[src/rtl/smooth_pkg.sv]
package smooth_pkg;

  // strobes from the control to the datapath
  typedef struct packed {
    logic init;   // flush both loops, seed tokens, capture bound
    logic take;   // current minimum is handed over this cycle
  } ctlStrobes_t;

  // conditions reported by the datapath to the control
  typedef struct packed {
    logic bothNonEmpty; // a head exists on each branch
    logic overLimit;    // smallest head is above the bound
  } dpStatus_t;

  typedef enum logic [1:0] {
    ST_IDLE = 2'd0,
    ST_RUN  = 2'd1,
    ST_FIN  = 2'd2
  } genState_e;

endpackage

[src/rtl/smooth_fifo.sv]
module smooth_fifo #(
  parameter int EW    = 18,
  parameter int DEPTH = 32
) (
  input  logic          clk,
  input  logic          rstN,
  input  logic          init,
  input  logic [EW-1:0] seed,
  input  logic          push,
  input  logic [EW-1:0] pushData,
  input  logic          pop,
  output logic [EW-1:0] head,
  output logic          notEmpty,
  output logic          overflow
);
  localparam int AW = (DEPTH > 1) ? $clog2(DEPTH) : 1;
  localparam int CW = $clog2(DEPTH + 1);

  logic [EW-1:0] mem [DEPTH];
  logic [AW-1:0] rdPtr, wrPtr;
  logic [CW-1:0] cnt;
  logic          full, doPush;

  function automatic logic [AW-1:0] nextPtr(input logic [AW-1:0] p);
    return (p == AW'(DEPTH - 1)) ? '0 : p + AW'(1);
  endfunction

  assign full     = (cnt == CW'(DEPTH));
  assign notEmpty = (cnt != '0);
  assign doPush   = push && (!full || pop);
  assign overflow = push && full && !pop;
  assign head     = mem[rdPtr];

  always_ff @(posedge clk or negedge rstN) begin
    if (!rstN) begin
      rdPtr <= '0;
      wrPtr <= '0;
      cnt   <= '0;
    end else if (init) begin
      rdPtr <= '0;
      wrPtr <= AW'(1);
      cnt   <= CW'(1);
    end else begin
      if (doPush) wrPtr <= nextPtr(wrPtr);
      if (pop)    rdPtr <= nextPtr(rdPtr);
      cnt <= cnt + CW'(doPush) - CW'(pop);
    end
  end

  always_ff @(posedge clk) begin
    if (init)        mem[0]     <= seed;
    else if (doPush) mem[wrPtr] <= pushData;
  end

  // blocking read: a head is only consumed when it is present
  assert_pop_nonempty_R3: assert property (@(posedge clk) disable iff (!rstN)
    (pop && !init) |-> notEmpty);

endmodule

[src/rtl/smooth_datapath.sv]
module smooth_datapath
  import smooth_pkg::*;
#(
  parameter int W     = 16,
  parameter int DEPTH = 32
) (
  input  logic        clk,
  input  logic        rstN,
  input  ctlStrobes_t ctl,
  input  logic [W-1:0] limit,
  output dpStatus_t   stat,
  output logic [W-1:0] outData,
  output logic        fifoErr
);
  // two guard bits: every pushed product is at most 3x a value <= limit
  localparam int EW = W + 2;
  localparam int NB = 2;

  logic [EW-1:0] headV  [NB];
  logic [NB-1:0] nonEmp, ovf;
  logic [EW-1:0] minV;
  logic [W-1:0]  limitReg;

  assign minV = (headV[0] <= headV[1]) ? headV[0] : headV[1];

  for (genvar g = 0; g < NB; g++) begin : g_branch
    logic [EW-1:0] product;
    logic          popThis;
    // branch 0 doubles, branch 1 triples
    if (g == 0) begin : g_x2
      assign product = minV << 1;
    end else begin : g_x3
      assign product = minV + (minV << 1);
    end
    assign popThis = ctl.take && (headV[g] == minV);

    smooth_fifo #(.EW(EW), .DEPTH(DEPTH)) u_fifo (
      .clk      (clk),
      .rstN     (rstN),
      .init     (ctl.init),
      .seed     (EW'(1)),
      .push     (ctl.take),
      .pushData (product),
      .pop      (popThis),
      .head     (headV[g]),
      .notEmpty (nonEmp[g]),
      .overflow (ovf[g])
    );
  end

  always_ff @(posedge clk or negedge rstN) begin
    if (!rstN) begin
      limitReg <= '0;
      fifoErr  <= 1'b0;
    end else if (ctl.init) begin
      limitReg <= limit;
      fifoErr  <= 1'b0;
    end else if (|ovf) begin
      fifoErr  <= 1'b1;
    end
  end

  assign stat.bothNonEmpty = &nonEmp;
  assign stat.overLimit    = (minV > {2'b00, limitReg});
  assign outData           = minV[W-1:0];

  // a handed-over value never exceeds the captured bound
  assert_take_within_limit_R6: assert property (@(posedge clk) disable iff (!rstN)
    ctl.take |-> (minV <= {2'b00, limitReg}));

  // once set, the error flag persists until a restart
  assert_err_sticky_R9: assert property (@(posedge clk) disable iff (!rstN)
    (fifoErr && !ctl.init) |=> fifoErr);

endmodule

[src/rtl/smooth_control.sv]
module smooth_control
  import smooth_pkg::*;
(
  input  logic        clk,
  input  logic        rstN,
  input  logic        start,
  input  logic        outReady,
  input  dpStatus_t   stat,
  output ctlStrobes_t ctl,
  output logic        outValid,
  output logic        done
);
  genState_e state, stateNx;

  assign outValid = (state == ST_RUN) && stat.bothNonEmpty && !stat.overLimit;
  assign ctl.init = start;
  assign ctl.take = outValid && outReady && !start;
  assign done     = (state == ST_FIN);

  always_comb begin
    stateNx = state;
    if (start)
      stateNx = ST_RUN;
    else if (state == ST_RUN && stat.bothNonEmpty && stat.overLimit)
      stateNx = ST_FIN;
  end

  always_ff @(posedge clk or negedge rstN) begin
    if (!rstN) state <= ST_IDLE;
    else       state <= stateNx;
  end

  // done persists until the next start
  assert_done_holds_R6: assert property (@(posedge clk) disable iff (!rstN)
    (done && !start) |=> done);

  // nothing is offered after completion
  assert_quiet_when_done_R6: assert property (@(posedge clk) disable iff (!rstN)
    done |-> !outValid);

  // the cycle after a start always offers a value
  assert_start_offers_R2: assert property (@(posedge clk) disable iff (!rstN)
    start |=> (state == ST_RUN));

endmodule

[src/rtl/smooth_seq_gen.sv]
module smooth_seq_gen
  import smooth_pkg::*;
#(
  parameter int W     = 16,
  parameter int DEPTH = 32
) (
  input  logic         clk,
  input  logic         rstN,
  input  logic         start,
  input  logic [W-1:0] limit,
  input  logic         outReady,
  output logic         outValid,
  output logic [W-1:0] outData,
  output logic         done,
  output logic         fifoErr
);
  ctlStrobes_t ctl;
  dpStatus_t   stat;

  smooth_control u_ctrl (
    .clk      (clk),
    .rstN     (rstN),
    .start    (start),
    .outReady (outReady),
    .stat     (stat),
    .ctl      (ctl),
    .outValid (outValid),
    .done     (done)
  );

  smooth_datapath #(.W(W), .DEPTH(DEPTH)) u_dp (
    .clk     (clk),
    .rstN    (rstN),
    .ctl     (ctl),
    .limit   (limit),
    .stat    (stat),
    .outData (outData),
    .fifoErr (fifoErr)
  );

  // a stalled value is held
  assert_hold_stable_R5: assert property (@(posedge clk) disable iff (!rstN)
    (outValid && !outReady && !start) |=> (outValid && $stable(outData)));

  // consecutive accepted values rise strictly
  assert_ascending_R3: assert property (@(posedge clk) disable iff (!rstN)
    (outValid && outReady && !start) |=> (start || !outValid || (outData > $past(outData))));

endmodule

[config.mk]
export PLATFORM = sky130hd
export DESIGN_NAME = smooth_seq_gen
export DESIGN_NICKNAME = d
export VERILOG_FILES = /design/src/rtl/smooth_pkg.sv /design/src/rtl/smooth_fifo.sv /design/src/rtl/smooth_datapath.sv /design/src/rtl/smooth_control.sv /design/src/rtl/smooth_seq_gen.sv
export SDC_FILE = /design/constraint.sdc
export NUM_CORES = 1
export LEC_CHECK = 0
export BUFFER_PORTS_ARGS = -buffer_cell sky130_fd_sc_hd__buf_2
export CORE_MARGIN = 2
export CORE_UTILIZATION = 40
export CTS_BUF_LIST = sky130_fd_sc_hd__clkbuf_8
export DETAILED_ROUTE_END_ITERATION = 10
export GPL_TIMING_DRIVEN = 0
export PLACE_DENSITY = 0.53
export SYNTH_ARGS = -nofsm -noshare
export SYNTH_HDL_FRONTEND = slang
export SYNTH_HIERARCHICAL = 1
export SYNTH_SLANG_ARGS = --single-unit
[constraint.sdc]
create_clock -name clk -period 8 [get_ports clk]
set_input_delay 1.6 -clock clk [delete_from_list [all_inputs] [get_ports clk]]
set_output_delay 1.6 -clock clk [all_outputs]
set_load 0.01 [all_outputs]
# Word-level counts from Yosys, hierarchy flattened
# Memories as Yosys holds them, arrays and structs flattened.
# Index checks and enable logic that the tools add are counted.
[word_totals]
in_bits = 20
ff_bits = 51
wordCells = 98
memories = 2
output_inout_bits = 19
ramBits = 1152
[op_classes]
n_eq_ne = 10
n_lt_le_gt_ge = 2
n_addsub = 9
muxes = 33
reduce_logical = 33
[mem_list]
columns = ["memory", "words", "width", "read_ports", "rd_clocked_by_memory_dff", "write_ports", "line_no", "source"]
rows = [
  ["u_dp.g_branch[0].u_fifo.mem", 32, 18, 1, 0, 1, "smooth_fifo.sv:19", "logic [EW-1:0] mem [DEPTH];"],
  ["u_dp.g_branch[1].u_fifo.mem", 32, 18, 1, 0, 1, "smooth_fifo.sv:19", ""],
]
[ops]
columns = ["operator", "n"]
rows = [
  ["$mux 5", 14],
  ["$mux 18", 3],
  ["$eq 18x18->1", 2],
  ["$reduce_or 18->1", 2],
  ["$add 5x1->5 const B", 4],
  ["$eq 5x5->1 const B", 4],
  ["$add 18x18->18", 1],
  ["$gt 18x16->1", 1],
  ["$le 18x18->1", 1],
  ["$logic_and 1x1->1", 13],
  ["$add 6x1->6", 2],
  ["$eq 6x6->1 const B", 2],
  ["$mux 1", 12],
  ["$mux 6", 2],
  ["$reduce_bool 2->1", 6],
  ["$reduce_bool 6->1", 2],
  ["$sub 6x1->6", 2],
  ["$logic_not 1->1", 6],
  ["$mux 2", 2],
  ["$eq 2x1->1 const B", 1],
  ["$eq 2x2->1 const B", 1],
  ["$logic_or 1x1->1", 2],
  ["$reduce_and 2->1", 1],
  ["$reduce_or 2->1", 1],
]

# Longest topological paths before layout
# An unclocked memory read counts as a cell.
[depth]
depth_word = 16
depth_mapped = 37

# Cells and area by module
# The synthesis kept the hierarchy.
[modules_own_cells]
columns = ["module", "cells_per_inst", "seq_area_each_um2", "n_inst", "area_each_um2"]
rows = [
  ["smooth_fifo at u_dp.g_branch[0].u_fifo", 1201, 17697.0, 1, 23388.7],
  ["smooth_fifo at u_dp.g_branch[1].u_fifo", 1204, 17697.0, 1, 23349.9],
  ["smooth_datapath", 362, 425.4, 1, 2865.2],
  ["smooth_control", 12, 50.0, 1, 118.9],
]

# Worst setup path after synthesis
# Ideal clock, no wire load.
[synth_path]
kind = "register to register"
start = "reg u_dp.g_branch[0].u_fifo.rdPtr[0]"
end = "mem u_dp.g_branch[1].u_fifo.mem[0][0] (enable)"
arrival_ns = 7.641
setup_ns = 0.445
required_time_ns = 7.555
setup_slack_ns = -0.086
path_stages_with_launch = 27
cell_sequence = "dfrtp_1 buf_6 buf_4 mux4_2 a22oi_1 nand4_1 ha_1 nand4_1 nor3_2 o31a_2 o31ai_4 and2_4 buf_6 buf_6 o21ai_1 ha_1 a21o_1 a21o_1 a21oi_1 nor4_1 a2111oi_0 a21oi_1 nor4_2 o21a_1 buf_2 o21ai_2 o41ai_1"
[synth_rtl]
columns = ["element", "line_no", "source"]
rows = [
  ["start: declaration", "smooth_fifo.sv:20", "logic [AW-1:0] rdPtr, wrPtr;"],
  ["start signal: assignment", "smooth_fifo.sv:45", "if (pop) rdPtr <= nextPtr(rdPtr);"],
  ["end: declaration", "smooth_fifo.sv:19", ""],
]

==> impl_metrics.env <==
export IMPL_status="complete, no violations"
export IMPL_power_per_cell_area_nw_per_um2=229
export IMPL_slowest_delay_ps=530
export IMPL_place_gp_congestion=0.935
export IMPL_clock_sinks=1203
export IMPL_worstSetupPathType="flip-flop to primary output"
export IMPL_period_needed_ps=7910
export IMPL_finalSetupTns_ps=0
export IMPL_wire_per_inst_um=28.4
export IMPL_drive_gt1_frac=0.297
export IMPL_yosysWarnings=6
export IMPL_multiInputGateArea_um2=14000
export IMPL_die_w_um=357
export IMPL_clock_latency_ps=920
export IMPL_synthToLayoutAreaGrowth_pct=18.4
export IMPL_stdcell_count=4998
export IMPL_yosys_register_bits=1203
export IMPL_maxSlewViolCount=0
export IMPL_die_h_um=357
export IMPL_place_inst=4555
export IMPL_vias=28300
export IMPL_holdPathStages=1
export IMPL_vias_per_cell=5.66
export IMPL_seqCellArea_um2=35900
export IMPL_holdPathEnd="u_ctrl/state[0]"
export IMPL_startpoint_type="flip-flop"
export IMPL_grt_max_degree=52
export IMPL_r2r_slack_ps=130
export IMPL_firstDrtPassIters=5
export IMPL_wl_um=142000
export IMPL_initial_utilization=0.403
export IMPL_cp_max_fo=10
export IMPL_holdWs_ps=529
export IMPL_maxSlewHeadroom=0.287
export IMPL_grt_util_all_layers=0.222
export IMPL_nets=3298
export IMPL_synth_most_common_cell="edfxtp_1"
export IMPL_coreArea_um2=123000
export IMPL_finalHoldViolations=0
export IMPL_netlist_instances=2779
export IMPL_hpwlAfterDp_um=94200
export IMPL_ant_nets=0
export IMPL_dieArea_um2=127000
export IMPL_drcViolationCount=0
export IMPL_gr_total_overflow=0
export IMPL_tightestPinTransition_ps=1060
export IMPL_ys_top_cells_by_area="edfxtp_1, mux4_2, mux2i_1"
export IMPL_pre_cts_ws_ps=-2520
export IMPL_crit_path_end_kind="primary output"
export IMPL_cap_violations=0
export IMPL_io_buffers=38
export IMPL_syn_area_per_cell_um2=17.9
export IMPL_cp_required_ps=6400
export IMPL_ctsLongestPathBuffers=3
export IMPL_io_pins=39
export IMPL_crit_arrival_ps=6310
export IMPL_antenna_found_initial=5
export IMPL_leakagePower_nw=19.1
export IMPL_ys_flop_type="edfxtp_1"
export IMPL_finalCritPeriodShare=0.989
export IMPL_yosysTopAreaCell="edfxtp_1"
export IMPL_finalSetupViolations=0
export IMPL_grt_pass1_wl_um=200000
export IMPL_max_freq_ghz=0.126
export IMPL_dr_first_iter_drc_count=3354
export IMPL_cts_tree="done"
export IMPL_ys_types=84
export IMPL_vdd_drop_max_mv=0.152
export IMPL_crit_slowest_cell="or4_1"
export IMPL_r2r_end="u_dp/g_branch[1].u_fifo/mem[14][13]"
export IMPL_min_from="u_ctrl/state[0]"
export IMPL_fin_ws_ps=89.6
export IMPL_r2r_cells=30
export IMPL_async_flop_share=0.0424
export IMPL_synth_edf_count=1152
export IMPL_cts_buffers=190
export IMPL_r2r_start="u_dp/g_branch[1].u_fifo/rdPtr[0]"
export IMPL_htreeDepth=4
export IMPL_synth_common_cells="edfxtp_1, mux2i_1, a22oi_1"
export IMPL_num_rows=129
export IMPL_clk_pin_slew_ps=60
export IMPL_fill_cells=10400
export IMPL_rsz0062_at_grt="yes"
export IMPL_clock_root_buffer="clkbuf_8"
export IMPL_yosysSeqAreaShare=0.721
export IMPL_crit_path_cell_trace="buf_8 -> buf_12 -> nor2b_2 -> buf_4 -> buf_4 -> a22oi_1 -> nand3_1 -> nand4_1 -> inv_2 -> ha_1 -> nand4_1 -> nor3_4 -> nand2_1 -> o2bb2ai_4 -> and2_4 -> mux2_4 -> ha_4 -> nand2_1 -> or4_1 -> o22a_1 -> a21oi_4 -> nor3_2 -> buf_2"
export IMPL_netlist_area_um2=49700
export IMPL_grt_pass1_vias=28100
export IMPL_hold_class="flip-flop to flip-flop"
export IMPL_finClkSkew_ps=46.3
export IMPL_synth_top_area_share=0.696
==> critical path, delay by kind of cell (launching register included) <==
| kind | cells | cell delay, ps |
|---|---|---|
| muxes | 1 | 380 |
| buffers and inverters | 6 | 950 |
| DFF | 1 | 400 |
| and+or+nand+nor | 10 | 2130 |
| adders and majority gates | 2 | 620 |
| AOI/OAI and AO/OA | 4 | 890 |
==> layout by cell type, fill, tap and decap left out, drive strengths merged, types with 4 or more instances in the layout <==
cell      count
ha           76
a211oi        4
inv         137
nand4        47
buf         315
clkinv       73
clkinvlp      4
xnor2        18
nor4         10
edfxtp     1152
o21ai        50
or2           5
nor3         11
and3          6
nor3b         5
mux2         40
nand3b       11
nand2        43
clkbuf      236
a31oi         7
conb         37
nor2        109
a21o         19
o21bai        6
nor2b        10
nand2b        6
mux2i       296
a22oi       216
nand3        97
o31ai         5
xor2         18
a21oi        39
diode         5
and2          4
dfrtp        51
mux4        144
==> cell families after synthesis <==
kind of cell,Yosys count,synth area share
AO/OA/AOI/OAI,370,0.0530
flip-flops,1203,0.721
other,2,0.000151
XOR/XNOR,36,0.00634
adder cells (fa/ha/maj),79,0.0203
AND/OR/NAND/NOR,384,0.0407
multiplexers,480,0.134
buffers and inverters,225,0.0241
==> final cells by class <==
type / count / area share
Buffer: 160 / 0.0218
Antenna cell: 5 / 0.000213
Inverter: 58 / 0.00376
Timing Repair Buffer: 200 / 0.0350
Tap cell: 1637 / 0.0348
Clock buffer: 191 / 0.0446
Sequential cell: 1203 / 0.609
Multi-Input combinational cell: 1386 / 0.237
Clock inverter: 158 / 0.0133
==> sequential cells by signal, summed over array words and instances (netlist names) <==
| signal | flops |
|---|---|
| u_dp/g_branch.u_fifo/wrPtr | 10 |
| u_dp/g_branch.u_fifo/rdPtr | 10 |
| u_dp/g_branch.u_fifo/cnt | 12 |
| u_ctrl/state | 2 |
| u_dp/fifoErr | 1 |
| u_dp/g_branch.u_fifo/mem | 1152 |
| u_dp/limitReg | 16 |
==> per-stage QoR <==
| step | power [mW] | util | area, µm² |
|---|---|---|---|
| final | 13.5 | 0.477 | 58900 |
| after global routing | 14.0 | 0.477 | 58900 |
| after CTS | 13.6 | 0.471 | 58100 |
| after detailed placement | 8.73 | 0.432 | 53400 |
| after global placement | 8.67 | 0.422 | 52100 |
| after floorplan | 8.18 | - | 49900 |
==> timing repair <==
item | 4_1_cts | 5_1_grt
setup endpoints to repair | 2338 | 1523
resized for setup | 213 | 118
hold buffers | 0 | 0
pin swaps | 54 | 24
setup buffers | 68 | 27
cloned | 0 | 1
==> worst max-delay path by stage <==
stage	from	slack (ps)	to	cells past startpoint
after CTS	u_dp/g_branch[0].u_fifo/rdPtr[0]	0.5	outValid	22
after floorplan	u_dp/g_branch[0].u_fifo/rdPtr[0]	110	u_dp/g_branch[0].u_fifo/mem[16][0]	29
after global routing	u_dp/g_branch[1].u_fifo/rdPtr[0]	-50	u_dp/g_branch[1].u_fifo/mem[14][13]	33
after global placement	u_dp/g_branch[0].u_fifo/rdPtr[1]	-4190	u_dp/g_branch[0].u_fifo/mem[20][2]	29
final	u_dp/g_branch[1].u_fifo/rdPtr[0]	90	outValid	23
after detailed placement	u_dp/g_branch[0].u_fifo/rdPtr[1]	-2520	u_dp/g_branch[1].u_fifo/mem[28][0]	30
==> layer usage <==
metal	global-route usage	up-vias	routed length, µm
li1	-	12100	-
met1	0.327	14900	64200
met2	0.337	1052	64600
met3	0.0394	191	9760
met4	0.0641	2	3220
met5	0	-	9
==> where the power goes <==
group	switching [mW]	internal, mW	leakage [nW]
registers	0.0268	7.03	11.0
logic	1.07	0.636	6.04
clock network	2.41	2.31	2.02
Power figures use the tool's default switching activity.
